$ cat config.mk
export PLATFORM = sky130hd
export DESIGN_NAME = nvw_gate
export DESIGN_NICKNAME = d
export VERILOG_FILES = /design/src/rtl/nvw_pkg.sv /design/src/rtl/nvw_frame_check.sv /design/src/rtl/nvw_region_lock.sv /design/src/rtl/nvw_gate.sv
export SDC_FILE = /design/constraint.sdc
export NUM_CORES = 1
export LEC_CHECK = 0
export ABC_AREA = 0
export ABC_CLOCK_PERIOD_IN_PS = 14900
export BUFFER_PORTS_ARGS = -buffer_cell sky130_fd_sc_hd__buf_4
export CORE_ASPECT_RATIO = 2
export CORE_UTILIZATION = 30
export DETAILED_ROUTE_END_ITERATION = 10
export PLACE_DENSITY = 0.53
export SYNTH_ARGS = -nofsm -noshare
export SYNTH_HDL_FRONTEND = slang
export SYNTH_HIERARCHICAL = 1
export SYNTH_SLANG_ARGS = --single-unit
export TNS_END_PERCENT = 100
$ cat constraint.sdc
create_clock -name clk -period 14.9 [get_ports clk]
set_input_delay 0.745 -clock clk [delete_from_list [all_inputs] [get_ports clk]]
set_output_delay 0.745 -clock clk [all_outputs]
set_load 0.02 [all_outputs]
$ cat src/rtl/nvw_pkg.sv
package nvw_pkg;

  typedef enum logic [1:0] {
    TGT_ARRAY = 2'b00,
    TGT_POT   = 2'b01,
    TGT_CTRL  = 2'b10,
    TGT_BAD   = 2'b11
  } nvw_target_e;

  typedef enum logic [1:0] {
    LOCK_NONE    = 2'b00,
    LOCK_QUARTER = 2'b01,
    LOCK_HALF    = 2'b10,
    LOCK_ALL     = 2'b11
  } nvw_lock_e;

  // True when the bit count closes on a whole number of 9-bit slots
  // (8 data bits plus an acknowledge) and covers at least min_bytes slots.
  function automatic logic frame_whole(input int unsigned bits,
                                       input int unsigned min_bytes);
    return (bits % 9 == 0) && (bits >= 9 * min_bytes) && (bits != 0);
  endfunction

  // Region test on the two top address bits of an array target.
  function automatic logic region_locked(input nvw_lock_e code,
                                         input logic [1:0] top2);
    case (code)
      LOCK_QUARTER: return top2 == 2'b11;
      LOCK_HALF:    return top2[1];
      LOCK_ALL:     return 1'b1;
      default:      return 1'b0;
    endcase
  endfunction

endpackage

$ cat src/rtl/nvw_frame_check.sv
module nvw_frame_check
  import nvw_pkg::*;
#(
  parameter int CNT_W     = 8,
  parameter int MIN_BYTES = 2
) (
  input  logic [CNT_W-1:0] bit_count,
  input  logic             ack_ok,
  output logic             frame_ok
);
  always_comb frame_ok = ack_ok && frame_whole(int'(bit_count), MIN_BYTES);
endmodule

$ cat src/rtl/nvw_region_lock.sv
module nvw_region_lock
  import nvw_pkg::*;
#(
  parameter int ADDR_W = 8
) (
  input  logic [1:0]        req_target,
  input  logic [ADDR_W-1:0] req_addr,
  input  logic [1:0]        lock_code,
  output logic              lock_hit
);
  localparam int TOP = ADDR_W - 1;
  nvw_lock_e   code;
  nvw_target_e tgt;

  always_comb begin
    code = nvw_lock_e'(lock_code);
    tgt  = nvw_target_e'(req_target);
    case (tgt)
      TGT_ARRAY: lock_hit = region_locked(code, req_addr[TOP -: 2]);
      TGT_POT:   lock_hit = (code == LOCK_ALL);
      default:   lock_hit = 1'b0;
    endcase
  end
endmodule

$ cat src/rtl/nvw_gate.sv
module nvw_gate
  import nvw_pkg::*;
#(
  parameter int ADDR_W    = 8,
  parameter int CNT_W     = 8,
  parameter int MIN_BYTES = 2
) (
  input  logic              clk,
  input  logic              rst_n,
  input  logic              req_valid,
  input  logic [1:0]        req_target,
  input  logic [ADDR_W-1:0] req_addr,
  input  logic [CNT_W-1:0]  bit_count,
  input  logic              ack_ok,
  input  logic              wel,
  input  logic              rwel,
  input  logic [1:0]        lock_code,
  input  logic              wp_pin,
  input  logic              busy,
  output logic              write_start,
  output logic              write_reject
);
  // Named internal events, visible to the bound checker.
  logic frame_ok;
  logic lock_hit;
  logic enable_ok;
  logic accepted;
  logic permit;

  nvw_frame_check #(.CNT_W(CNT_W), .MIN_BYTES(MIN_BYTES)) u_frame (
    .bit_count (bit_count),
    .ack_ok    (ack_ok),
    .frame_ok  (frame_ok)
  );

  nvw_region_lock #(.ADDR_W(ADDR_W)) u_lock (
    .req_target (req_target),
    .req_addr   (req_addr),
    .lock_code  (lock_code),
    .lock_hit   (lock_hit)
  );

  always_comb begin
    enable_ok = wel && !wp_pin;
    if (req_target == TGT_CTRL) enable_ok = enable_ok && rwel;
    if (req_target == TGT_BAD)  enable_ok = 1'b0;
    accepted = req_valid && !busy;
    permit   = enable_ok && frame_ok && !lock_hit;
  end

  always_ff @(posedge clk) begin
    if (!rst_n) begin
      write_start  <= 1'b0;
      write_reject <= 1'b0;
    end else begin
      write_start  <= accepted && permit;
      write_reject <= accepted && !permit;
    end
  end
endmodule

# Word level (Yosys, flattened, before mapping)
# Cells that the tools add are included.
totals:
  inputBits: 28
  ff_bits: 2
  out_inout_bits: 2
classes:
  eq_ne: 7
  div_mod_pow: 1
  reduce_logical: 17
  n_mux: 4
  n_lt_le_gt_ge: 1
ops:
  columns: ["operator", "count"]
  rows:
  - ["$logic_not A32 Y1", 1]
  - ["$mod A8 B4 Y32 const B", 1]
  - ["$eq A2 B2 Y1 const B", 5]
  - ["$logic_and A1 B1 Y1", 10]
  - ["$ge A8 B5 Y1 const B", 1]
  - ["$reduce_bool A8 Y1", 1]
  - ["$eq A2 B1 Y1 const B", 2]
  - ["$logic_not A1 Y1", 4]
  - ["$pmux W1 S3", 1]
  - ["$logic_not A2 Y1", 1]
  - ["$mux W1", 2]
  - ["$pmux W1 S2", 1]

# Logic depth before layout (Yosys ltp)
# Gate-level depths: netlist of the first run.
depth:
  ltp_word: 9
  ltp_mapped: 26
  ltp_nobuf: 24

# Cells and area by module
# The synthesis of the first run kept the hierarchy.
by_module_without_submodules:
  columns: ["mod", "area_per_inst_um2", "cells_per_inst", "seq_area_each_um2", "n_inst"]
  rows:
  - ["nvw_frame_check", 1388.8, 197, 0.0, 1]
  - ["nvw_gate", 85.1, 8, 40.0, 1]
  - ["nvw_region_lock", 26.3, 4, 0.0, 1]

# Worst setup path before layout of the first run
# No wires, ideal clock.
synth_path:
  path_type: "input-to-reg"
  startpoint: "input port bit_count[6]"
  endpoint: "register write_start"
  path_buffers: 2
  required_time_ns: 14.842
  path_stages: 25
  setup_ns: 0.058
  arrival_ns: 5.274
  setup_slack_ns: 9.568
  cell_sequence: "buf_2 nor3_4 inv_1 ha_1 nand2b_1 o21ai_1 a21oi_1 o31a_1 a21o_4 ha_1 and3_1 o32ai_2 mux2i_1 or2_0 buf_6 nor2_4 xnor2_1 ha_1 o221ai_2 o21a_1 o32ai_1 o211a_1 nand4bb_1 a21oi_2 and2b_1"
synth_via:
  elab_chain_len: 8
  word_cells_on_any_way: 10
  cone_classes: "div: 1; order compare: 1; reduce/logical: 8"
synth_rtl:
  columns: ["item", "line_no", "text"]
  rows:
  - ["start, declared", "nvw_gate.sv:13", "input logic [CNT_W-1:0] bit_count,"]
  - ["$mod A8 B4 Y32", "nvw_pkg.sv:21", "return (bits % 9 == 0) && (bits >= 9 * min_bytes) && (bits != 0);"]
  - ["$logic_not A32 Y1", "nvw_pkg.sv:21", null]
  - ["$logic_and A1 B1 Y1", "nvw_pkg.sv:21", null]
  - ["$logic_and A1 B1 Y1 (*)", "nvw_pkg.sv:21", null]
  - ["$logic_and A1 B1 Y1 (*)", "nvw_frame_check.sv:11", "always_comb frame_ok = ack_ok && frame_whole(int'(bit_count), MIN_BYTES);"]
  - ["via frame_ok", "nvw_gate.sv:24", "logic frame_ok;"]
  - ["$logic_and A1 B1 Y1 (*) (2 in a row)", "nvw_gate.sv:48", "permit = enable_ok && frame_ok && !lock_hit;"]
  - ["$logic_and A1 B1 Y1 (*)", "nvw_gate.sv:56", "write_start <= accepted && permit;"]
  - ["end signal, assigned", "nvw_gate.sv:56", null]
  - ["end, declared", "nvw_gate.sv:20", "output logic write_start,"]
# Mark *: on every way through the listed nets, which the timed path passes. The rest lies on a longest branch.
# A chain may end at the register's enable or synchronous reset.

# Worst setup path after layout of the first run
# Same ends and word-level chain as after synthesis.

==> results of run 1 <==
## metrics by stage
step | util, % | total power [mW] | setup WS, ns
floorplan | - | 0.0663 | 9.57
global placement | 34.6 | 0.0838 | 8.74
detailed placement | 34.6 | 0.0840 | 8.68
CTS | 35.4 | 0.106 | 8.88
global route | 35.4 | 0.115 | 8.41
finish | 35.4 | 0.106 | 8.89
## synth_stat cells (3+ instances only)
cell type  instances  area (µm²)
o21ai_1            4        20.0
nor3_1             7        35.0
a31oi_1            4        25.0
inv_1              8        30.0
a211oi_1           4        30.0
ha_1               5        62.6
nand2_1           10        37.5
a21o_1             6        45.0
buf_2              6        30.0
nand3_1            9        45.0
and3_1             3        18.8
buf_6              3        33.8
nand3b_1           3        22.5
o211ai_1           6        45.0
a21oi_1           11        55.1
o31ai_1            3        22.5
xnor2_1            6        52.6
nor2b_1            4        25.0
nand2b_1           8        50.1
mux2i_1            3        30.0
o21ai_0           10        50.1
o32ai_1            3        26.3
nor2_1            19        71.3
## path summary, 6_finish.rpt
| check | startpoint | to | slack (ns) | cells after the start |
|---|---|---|---|---|
| worst max-delay path | bit_count[6] | write_start | 8.89 | 24 |
| worst min-delay path | req_target[1] | write_reject | 0.78 | 3 |
## cells by family after synthesis
family          after synthesis  synth area share (%)
compound gates               82                  42.6
xor+xnor                      8                  5.17
fa+ha+maj                     5                  4.17
buf+inv                      21                  7.51
flops                         2                  2.67
mux                           3                  2.00
simple gates                 88                  35.9
## critical path, delay by kind of cell
family | cells | cell delay (ns)
AOI/OAI and AO/OA | 10 | 2.37
and+or+nand+nor | 7 | 1.69
buffers and inverters | 2 | 0.26
adders and majority gates | 3 | 0.75
muxes | 1 | 0.18
xor gates and xnor gates | 1 | 0.17
## layout make-up
type	count	area, µm²
fillers	524	3110
multi-input cells	186	1350
repair buffers	23	173
well taps	57	71.3
clock buffers	3	41.3
flip-flops and latches	2	40.0
inverters	9	33.8
## registers in the layout, indices dropped and copies added, names as in the netlist
signal,cells
write_reject,1
write_start,1
## power by group through the flow
stage	Combinational (mW)	Sequential (mW)	Clock [mW]
floorplan	0.0605	0.00574	0
global placement	0.0782	0.00560	0
detailed placement	0.0784	0.00560	0
CTS	0.0789	0.00553	0.0215
global route	0.0871	0.00554	0.0221
finish	0.0791	0.00554	0.0210
## routing by layer
| layer | GRT usage (%) | wire (µm) | up-vias |
|---|---|---|---|
| met5 | 0 | 0 | - |
| met4 | 13.3 | 321 | 0 |
| met3 | 2.08 | 143 | 26 |
| met2 | 42.4 | 2940 | 63 |
| met1 | 15.8 | 1580 | 796 |
| li1 | - | - | 829 |
==> results.toml, run 1 <==
[job]
cap_viol_max_count = 0

[place]
dpl_cell_area_mm2 = 0.00167
place_congestion = 0.842
port_buffers = 23
dp_hpwl_um = 4130
placed_cells = 277

[synthesis]
syn-cell-area_mm2 = 0.00150
synth_flop_cell = "dfxtp_1"
async_flop_share_pct = 0
ys_ff_latch = 2
seq_area_frac_synth_pct = 2.67
syn-num-nets = 242
synth_cell_types = 78
yosys_warnings = 6
synth_cells = 209
postSynthAreaPerCell_um2 = 7.18
synth-edff-count = 0

[worst_setup_path]
cp.arrival_ns = 6.16
crit_chain = "buf_4, nor3_4, inv_1, ha_1, nand2b_1, o21ai_1, a21oi_1, o31a_1, a21o_4, ha_1, and3_1, o32ai_2, mux2i_1, or2_0, nor2_4, xnor2_1, ha_1, o221ai_2, o21a_1, o32ai_1, o211a_1, nand4bb_1, a21oi_2, and2b_1"
startpoint_type = "primary input"
end_kind = "register"
critPathMaxFanout = 19
cpMostUsedCell = "ha_1"
cp_slowest_cell = "or2_0"
cp.required_ns = 15.05
cp_slowest_stage_delay_ns = 0.43
criticalPathCategory = "in2reg"

[routing]
finalWirelength_um = 4980
drt_iter0_markers = 46
ant_nets = 0
drt-wirelength-per-cell_um = 17.8
post-route-drc-count = 0
firstDrtPassIters = 4
avgViaCountPerCell = 6.12
vias = 1714

[clocking]
cts_setup_buffers = 0
clockRootBuffer = "clkbuf_8"
cts_resized = 0
cts_hold_buffers = 0
cts_tree = "built"
numClockSinks = 2
cts_buffers = 3
clockBufferDepth = 2
cts_max_level = 1
clk_pin_slew_ns = 0.03

[layout]
final_cell_mix = "buf_4 (23), nor2_1 (19), a21oi_1 (11)"
diodes = 0
fin_nets = 258
final_area_mm2 = 0.00171
drive_gt1_share_pct = 23.3
area_growth_pct = 13.8
final_common_cell = "buf_4"
final_cell_count_no_fill = 280

[timing]
fin_setup_tns_ns = 0
period_share_pct = 40.3
rsz0062_at_grt = "false"
setup_viol = 0
slew_violations = 0
hold_slack_ns = 0.783
period_needed_ns = 6.01
slew_headroom_pct = 43.2
worst_slew_pin_slew_ns = 0.849
final-hold-violation-count = 0
fmax_mhz = 166

[pwr]
p_leak_nw = 0.676
power_switching_mw = 0.0509
clkPwrFrac_pct = 19.9
vdd_drop_max_mv = 0.0453
p_int_mw = 0.0548
netSwitchingFraction_pct = 48.2
power_density_mw_per_mm2 = 61.9
combPwrFrac_pct = 74.9
seqPwrFrac_pct = 5.2

[die]
start_util_pct = 31.1
fp-row-count = 36
core-area_mm2 = 0.00482
io_pins = 30
fp.dieW_um = 52.0
die_area_mm2 = 0.00530
die_y_um = 102

[global_route]
grt.overflow.total = 0
antenna_found_initial = 0
grt_pass1_vias = 1757
grt_max_degree = 22
grtUsageTotal_pct = 20.3
grt_pass1_wl_um = 8070

[outcome]
status = "finished, final reports clean"

[worst_hold_path]
min_path_type = "in2reg"
Power figures use the tool's default switching activity.
==> run 2, diff against run 1 <==
Settings changed: ABC_CLOCK_PERIOD_IN_PS 14900 to 6000.
Clock period 14.9 ns to 6 ns, I/O delays scaled along.
==> run 2 against run 1 <==
  * Combinational power grew to 2.5 times the previous value
  * Sequential cell count is the same
  * Wire length shrank 3.2%
  * Power increased to 2.5 times the previous value
  * Critical path depth up 1
  * Clock power grew to 2.5 times the previous value
  * First-iteration DRC count shrank 17%
  * Via count is 1.4% lower
  * Sequential power rose by 150%
  * Clock-buffer cell count stayed put
==> results.toml, run 2 (synthesis gave the netlist of run 1 again) <==
[outcome]
status = "finished, final reports clean"

[global_route]
grt_max_degree = 22
antenna_found_initial = 0
grt_pass1_vias = 1759
grt_pass1_wl_um = 7900
grt.overflow.total = 0
grtUsageTotal_pct = 19.6

[worst_setup_path]
crit_cells = 25
startpoint_type = "primary input"
criticalPathCategory = "in2reg"
cp.arrival_ns = 5.47
crit_family = "compound AO/OA/AOI/OAI gates"
cp_slowest_cell = "o21ai_1"
cpMostUsedCell = "ha_1"
cp_slowest_stage_delay_ns = 0.38
cp_num_buf_inv = 2
critPathMaxFanout = 19
cp.required_ns = 6.15
end_kind = "register"

[timing]
worst_slew_pin_slew_ns = 0.562
slew_headroom_pct = 62.4
rsz0062_at_grt = "false"
setup_viol = 0
period_share_pct = 88.7
slew_violations = 0
fmax_mhz = 188
layout_setup_ws_ns = 0.679
fin_setup_tns_ns = 0
final-hold-violation-count = 0
period_needed_ns = 5.32

[worst_hold_path]
hold-path-cell-count = 3
min_path_type = "in2reg"

[clocking]
cts_resized = 0
cts_hold_buffers = 0
clk_pin_slew_ns = 0.03
cts_buffers = 3
clockRootBuffer = "clkbuf_8"
clockBufferDepth = 2
cts_max_level = 1
numClockSinks = 2
cts_tree = "built"
cts_setup_buffers = 0

[die]
start_util_pct = 31.1
io_pins = 30
fp-row-count = 36
die_area_mm2 = 0.00530
fp.dieW_um = 52.0
core-area_mm2 = 0.00482
die_y_um = 102

[layout]
diodes = 0
fillers = 523
final_common_cell = "buf_4"
area_growth_pct = 15.3
fin_nets = 261
final_cell_mix = "buf_4 (26), nor2_1 (19), a21oi_1 (11)"
drive_gt1_share_pct = 24.3
reg_top3 = "write_reject: 1 flops, write_start: 1 flops"
final_area_mm2 = 0.00173

[routing]
post-route-drc-count = 0
finalWirelength_um = 4820
drt-wirelength-per-cell_um = 17.0
vias = 1690
firstDrtPassIters = 4
drt_iter0_markers = 38
avgViaCountPerCell = 5.97
ant_nets = 0

[pwr]
p_int_mw = 0.139
power_mw = 0.265
seqPwrFrac_pct = 5.2
combPwrFrac_pct = 75.0
clkPwrFrac_pct = 19.8
vdd_drop_max_mv = 0.148
power_density_mw_per_mm2 = 153
netSwitchingFraction_pct = 47.7
power_switching_mw = 0.126
p_leak_nw = 0.691

[place]
dp_hpwl_um = 4030
place_congestion = 0.850
pre_cts_slack_ns = 0.447
dpl_cell_area_mm2 = 0.00169
port_buffers = 23

[job]
cap_viol_max_count = 0
-- run 2: changes by cell type in the layout (fill, tap and decap cells not counted) --
cell,delta
buf_4,+3
-- run 2: metrics by stage --
step / utilization, % / hold slack, ns / std cells
6_report: 35.9 / 0.347 / 283
3_3_place_gp: 35.0 / 0.551 / 280
2_1_floorplan: - / 0.432 / 209
4_1_cts: 35.9 / 0.356 / 283
5_1_grt: 35.9 / 0.357 / 283
3_5_place_dp: 35.0 / 0.570 / 280
-- run 2: area by class of cell --
class                           count  area, µm²  area share, %
Clock buffer                        3       41.3           2.39
Inverter                            9       33.8           1.95
Multi-Input combinational cell    186       1350           77.9
Sequential cell                     2       40.0           2.32
Tap cell                           57       71.3           4.12
Timing Repair Buffer               26        195           11.3
-- run 2: layer usage --
layer	routed length, µm	GRT usage (%)	vias up
met5	0	0	-
met4	427	16.2	0
met3	155	1.04	24
met2	2770	39.0	72
met1	1470	16.5	762
li1	-	-	832
-- run 2: worst min-delay path: stages --
cell and delay [ns]:
buf_4 0.09, a21oi_2 0.05, nor2_1 0.08
-- run 2: power groups by stage --
| stage | registers, mW | clock network (mW) | logic (mW) |
|---|---|---|---|
| after floorplan | 0.0143 | 0 | 0.150 |
| after global placement | 0.0139 | 0 | 0.198 |
| after detailed placement | 0.0139 | 0 | 0.198 |
| after CTS | 0.0137 | 0.0535 | 0.199 |
| after global routing | 0.0138 | 0.0547 | 0.219 |
| final | 0.0137 | 0.0526 | 0.199 |
-- run 2: path summary, 6_finish.rpt --
check                          from           end  slack (ns)
worst min-delay path  req_target[1]  write_reject        0.35
worst max-delay path   bit_count[6]   write_start        0.68
